$ cat src/rtl/strn_pkg.sv
package strn_pkg;
  localparam int LVL_W = 3;
  localparam int IDX_W = LVL_W + 1;
  localparam int NPOS  = 1 << IDX_W;
  localparam int ZMID  = NPOS / 2;

  typedef logic [IDX_W-1:0] pos_t;
  typedef logic [LVL_W-1:0] lvl_t;
  typedef struct packed {
    pos_t lo;
    pos_t hi;
  } span_t;

  typedef enum logic [1:0] {CMB_WIRE, CMB_AND, CMB_OR} comb_e;

  localparam logic [2:0] NET_WIRE = 3'd0;
  localparam logic [2:0] NET_AND  = 3'd1;
  localparam logic [2:0] NET_OR   = 3'd2;
  localparam logic [2:0] NET_PD   = 3'd3;
  localparam logic [2:0] NET_PU   = 3'd4;

  localparam lvl_t LVL_STRONG = LVL_W'((1 << LVL_W) - 2);
  localparam lvl_t LVL_PULL   = LVL_W'((1 << LVL_W) - 3);
  localparam span_t ZSPAN = '{lo: pos_t'(ZMID - 1), hi: pos_t'(ZMID)};

  function automatic lvl_t lvl_of(pos_t p);
    return p[IDX_W-1] ? p[LVL_W-1:0] : ~p[LVL_W-1:0];
  endfunction

  function automatic pos_t pos_at(logic v, lvl_t s);
    return {v, (v ? s : ~s)};
  endfunction

  // outcome of one exact point of each driver meeting on the net
  function automatic span_t pair_res(pos_t i, pos_t j, comb_e m);
    lvl_t  li;
    lvl_t  lj;
    span_t r;
    li = lvl_of(i);
    lj = lvl_of(j);
    if (li > lj)                     r = '{lo: i, hi: i};
    else if (lj > li)                r = '{lo: j, hi: j};
    else if (li == '0)               r = ZSPAN;
    else if (i[IDX_W-1] == j[IDX_W-1]) r = '{lo: i, hi: i};
    else begin
      case (m)
        CMB_AND: r = '{lo: pos_at(1'b0, li), hi: pos_at(1'b0, li)};
        CMB_OR:  r = '{lo: pos_at(1'b1, li), hi: pos_at(1'b1, li)};
        default: r = '{lo: pos_at(1'b0, li), hi: pos_at(1'b1, li)};
      endcase
    end
    return r;
  endfunction
endpackage

$ cat src/rtl/strn_drv_norm.sv
module strn_drv_norm
  import strn_pkg::*;
(
  input  pos_t  e0,
  input  pos_t  e1,
  input  logic  dflt,
  output span_t sp
);
  pos_t lo_w;
  pos_t hi_w;
  pos_t st_w;

  always_comb begin
    lo_w = (e0 <= e1) ? e0 : e1;
    hi_w = (e0 <= e1) ? e1 : e0;
    st_w = pos_at(hi_w[IDX_W-1], LVL_STRONG);
    if (dflt) sp = '{lo: st_w, hi: st_w};
    else      sp = '{lo: lo_w, hi: hi_w};
  end
endmodule

$ cat src/rtl/strn_merge.sv
module strn_merge
  import strn_pkg::*;
(
  input  span_t sa,
  input  span_t sb,
  input  comb_e mode,
  output span_t sy
);
  always_comb begin
    pos_t  pi;
    pos_t  pj;
    span_t r;
    pos_t  lo_acc;
    pos_t  hi_acc;
    lo_acc = '1;
    hi_acc = '0;
    pi = '0;
    pj = '0;
    r  = ZSPAN;
    for (int i = 0; i < NPOS; i++) begin
      for (int j = 0; j < NPOS; j++) begin
        pi = pos_t'(i);
        pj = pos_t'(j);
        if (pi >= sa.lo && pi <= sa.hi && pj >= sb.lo && pj <= sb.hi) begin
          r = pair_res(pi, pj, mode);
          if (r.lo < lo_acc) lo_acc = r.lo;
          if (r.hi > hi_acc) hi_acc = r.hi;
        end
      end
    end
    sy = '{lo: lo_acc, hi: hi_acc};
  end
endmodule

$ cat src/rtl/strn_resolver.sv
module strn_resolver
  import strn_pkg::*;
(
  input  logic [3:0] a_lo,
  input  logic [3:0] a_hi,
  input  logic       a_dflt,
  input  logic [3:0] b_lo,
  input  logic [3:0] b_hi,
  input  logic       b_dflt,
  input  logic [2:0] net_sel,
  output logic [3:0] out_lo,
  output logic [3:0] out_hi
);
  localparam int NDRV = 2;

  pos_t  e0_arr [NDRV];
  pos_t  e1_arr [NDRV];
  logic  df_arr [NDRV];
  span_t dsp    [NDRV];

  assign e0_arr[0] = a_lo;
  assign e1_arr[0] = a_hi;
  assign df_arr[0] = a_dflt;
  assign e0_arr[1] = b_lo;
  assign e1_arr[1] = b_hi;
  assign df_arr[1] = b_dflt;

  for (genvar d = 0; d < NDRV; d++) begin : g_drv
    strn_drv_norm u_norm (
      .e0  (e0_arr[d]),
      .e1  (e1_arr[d]),
      .dflt(df_arr[d]),
      .sp  (dsp[d])
    );
  end

  comb_e mode_w;
  logic  pulled_w;
  span_t pull_sp;

  always_comb begin
    mode_w   = CMB_WIRE;
    pulled_w = 1'b0;
    pull_sp  = '{lo: pos_at(1'b0, LVL_PULL), hi: pos_at(1'b0, LVL_PULL)};
    case (net_sel)
      NET_AND: mode_w = CMB_AND;
      NET_OR:  mode_w = CMB_OR;
      NET_PD:  pulled_w = 1'b1;
      NET_PU: begin
        pulled_w = 1'b1;
        pull_sp  = '{lo: pos_at(1'b1, LVL_PULL), hi: pos_at(1'b1, LVL_PULL)};
      end
      default: mode_w = CMB_WIRE;
    endcase
  end

  span_t pair_sp;
  span_t pull_res;

  strn_merge u_pair (
    .sa  (dsp[0]),
    .sb  (dsp[1]),
    .mode(mode_w),
    .sy  (pair_sp)
  );

  strn_merge u_pull (
    .sa  (pair_sp),
    .sb  (pull_sp),
    .mode(CMB_WIRE),
    .sy  (pull_res)
  );

  assign out_lo = pulled_w ? pull_res.lo : pair_sp.lo;
  assign out_hi = pulled_w ? pull_res.hi : pair_sp.hi;
endmodule

$ cat config.mk
export PLATFORM = sky130hd
export DESIGN_NAME = strn_resolver
export DESIGN_NICKNAME = d
export VERILOG_FILES = /design/src/rtl/strn_pkg.sv /design/src/rtl/strn_drv_norm.sv /design/src/rtl/strn_merge.sv /design/src/rtl/strn_resolver.sv
export SDC_FILE = /design/constraint.sdc
export NUM_CORES = 1
export LEC_CHECK = 0
export BUFFER_PORTS_ARGS = -buffer_cell sky130_fd_sc_hd__clkbuf_2
export CAP_MARGIN = 30
export CORE_AREA = 5 5 189 191
export DETAILED_ROUTE_END_ITERATION = 6
export DIE_AREA = 0 0 194 196
export PLACE_DENSITY_LB_ADDON = 0.15
export SLEW_MARGIN = 20
export SYNTH_ARGS = -nofsm -noshare
export SYNTH_HDL_FRONTEND = slang
export SYNTH_SLANG_ARGS = --single-unit
export TNS_END_PERCENT = 50
$ cat constraint.sdc
create_clock -name vclk -period 69.7
set_input_delay 13.94 -clock vclk [all_inputs]
set_output_delay 13.94 -clock vclk [all_outputs]
set_load 0.05 [all_outputs]
==> impl_metrics.ini <==
[timing]
finalCriticalPeriod_ns = 63.79
hold_viol_final = 0
tns_ns = 0
setup_viol = 0
drv_slew = 0
rsz0062_at_grt = false
fmax_mhz = 15.7
slew_headroom_pct = 37.8
finalCritPeriodShare_pct = 91.5
worst_pin_slew_ns = 0.931

[place]
port_buffers = 29
gp_congestion = 1.05
dp_hpwl_um = 41600

[min_path]
holdCritStartpoint = net_sel[0]
min_path_type = in2out

[drt]
detail-route-antenna-nets = 0
drc_errors = 0
drt-total-wl_um = 55300
vias_per_cell = 6.82
drtIter0Drc = 1735
wl_per_cell_um = 23.8
vias = 15847
dr.pass1.iters = 6

[cells_and_area]
finish.net_count = 2003
drive_gt1_share_pct = 9.27
antenna_cells = 0
utilization_pct = 36.6
syn2layout_area_growth_pct = 6.29
nFillCells = 3730
seq_cell_count = 0
clockBufferCount = 0
regArea_sq_um = 0
final_common_cell = nand2_1
layout_common_cells = 226 x nand2_1, 218 x nor2_1, 150 x a21oi_1

[critical_path]
crit_start = b_hi[3]
crit_path_max_fanout = 15
path_class = in2out
endpoint_kind = output pin
cp.required_ns = 55.76
worstSetupStartpointType = primary input
slowest_stage = o41ai_1
slowest_delay_ns = 0.67
arrival_ns = 49.85
crit_path_frequent_cell = a21oi_1

[grt]
grt.overflow.total = 0
grt_pass1_wl_um = 84500
busiest_layer = met2
gr-usage-all-layers_pct = 26.9
grt_pass1_vias = 14487
met3_usage_pct = 3.81
antenna_found_initial = 2
met2_usage_pct = 42.8
grt_max_degree = 60
met1_usage_pct = 36.4

[clock_network]
cts_setup_buffers = 0
cts_resized = 0
ctsHoldBuffers = 0

[logic_synthesis]
netlist_area_sq_mm = 0.0117
synthCells = 1881
synth_top_family_by_area = compound AO/OA/AOI/OAI gates
synth-simple-area-share_pct = 35.0
synth.area.mux_share_pct = 3.99
synthXorXnorAreaFrac_pct = 0.0748
avgSynthCellArea_sq_um = 6.22
synth_cell_types = 107
synthAdderAreaFrac_pct = 12.1
synth_compound_area_share_pct = 43.2
seq_area_frac_synth_pct = 0
yosys_warnings = 0
synth_nets = 2015

[power_and_ir_drop]
power_density_mw_per_mm2 = 31.9
vdd_ir_drop_max_mv = 0.0629
p_leak_nw = 4.94

[floorplan]
die_area_sq_mm = 0.0380
die_y_um = 196
rows = 68
die_w_um = 194
design.portCount = 29
core_area_sq_mm = 0.0339
start_util_pct = 34.5

[run]
maxCapViolCount = 0

[outcome]
status = finished, final reports clean
worst paths after layout:
path	slack, ns	depth (start not counted)	end
hold / removal	28.61	5	out_lo[3]
setup / recovery	5.91	198	out_hi[0]
synth_stat cells (17+ instances only):
cell type / count / share of area, %
and2_1: 30 / 1.6
a31oi_1: 49 / 2.6
nor2_1: 218 / 7.0
o211ai_1: 33 / 2.1
nand2_1: 226 / 7.2
mux2_2: 18 / 1.7
nor2b_1: 25 / 1.3
and3_1: 33 / 1.8
nand4_1: 33 / 1.8
a211oi_1: 20 / 1.3
a21oi_1: 150 / 6.4
clkbuf_1: 77 / 2.5
or3_1: 23 / 1.2
a21o_1: 31 / 2.0
nand2b_1: 34 / 1.8
ha_1: 113 / 12
nor3_1: 76 / 3.2
o22ai_1: 37 / 2.0
nand3_1: 66 / 2.8
inv_1: 73 / 2.3
mux2i_1: 23 / 2.0
o21a_1: 17 / 1.1
o21ai_0: 114 / 4.9
per-stage QoR:
stage / total power [mW] / instance area, sq um / hold slack [ns] / setup slack, ns / cells
floorplan: 0.286 / 11700 / 28.40 / 11.70 / 1881
global placement: 0.382 / 12400 / 28.62 / 8.03 / 2320
detailed placement: 0.385 / 12400 / 28.61 / 6.95 / 2320
CTS: 0.387 / 12400 / 28.62 / 6.78 / 2320
global route: 0.433 / 12400 / 28.67 / 2.92 / 2322
finish: 0.397 / 12400 / 28.61 / 5.91 / 2322
power by group:
group / internal (mW) / total (mW) / switching, mW
logic: 0.138 / 0.397 / 0.260
clock network: 0 / 0 / 0
registers: 0 / 0 / 0
area by class of cell:
type	instances	area (sq um)	share of cell area, %
multi-input cells	1711	11100	88.9
repair buffers	79	518	4.16
well taps	455	569	4.58
inverters	77	289	2.32
layer usage:
| metal | part of all wire, % | routed length (um) | up-vias |
|---|---|---|---|
| met2 | 42 | 23500 | 959 |
| met5 | 0.024 | 13 | - |
| met4 | 5.5 | 3050 | 2 |
| met1 | 42 | 23500 | 7427 |
| met3 | 9.6 | 5290 | 204 |
| li1 | - | - | 7255 |
worst max-delay path: cells and delay by family:
family	cells	cell delay, ns
AOI/OAI and AO/OA	104	19.06
adders and majority gates	14	3.02
and+or+nand+nor	69	11.57
buffers and inverters	10	1.83
muxes	1	0.35
cell families after synthesis:
family | Yosys count
XOR/XNOR | 1
adder cells (fa/ha/maj) | 113
AO/OA/AOI/OAI | 712
buffers and inverters | 170
AND/OR/NAND/NOR | 842
multiplexers | 43
(Power assumes the default switching activity.)
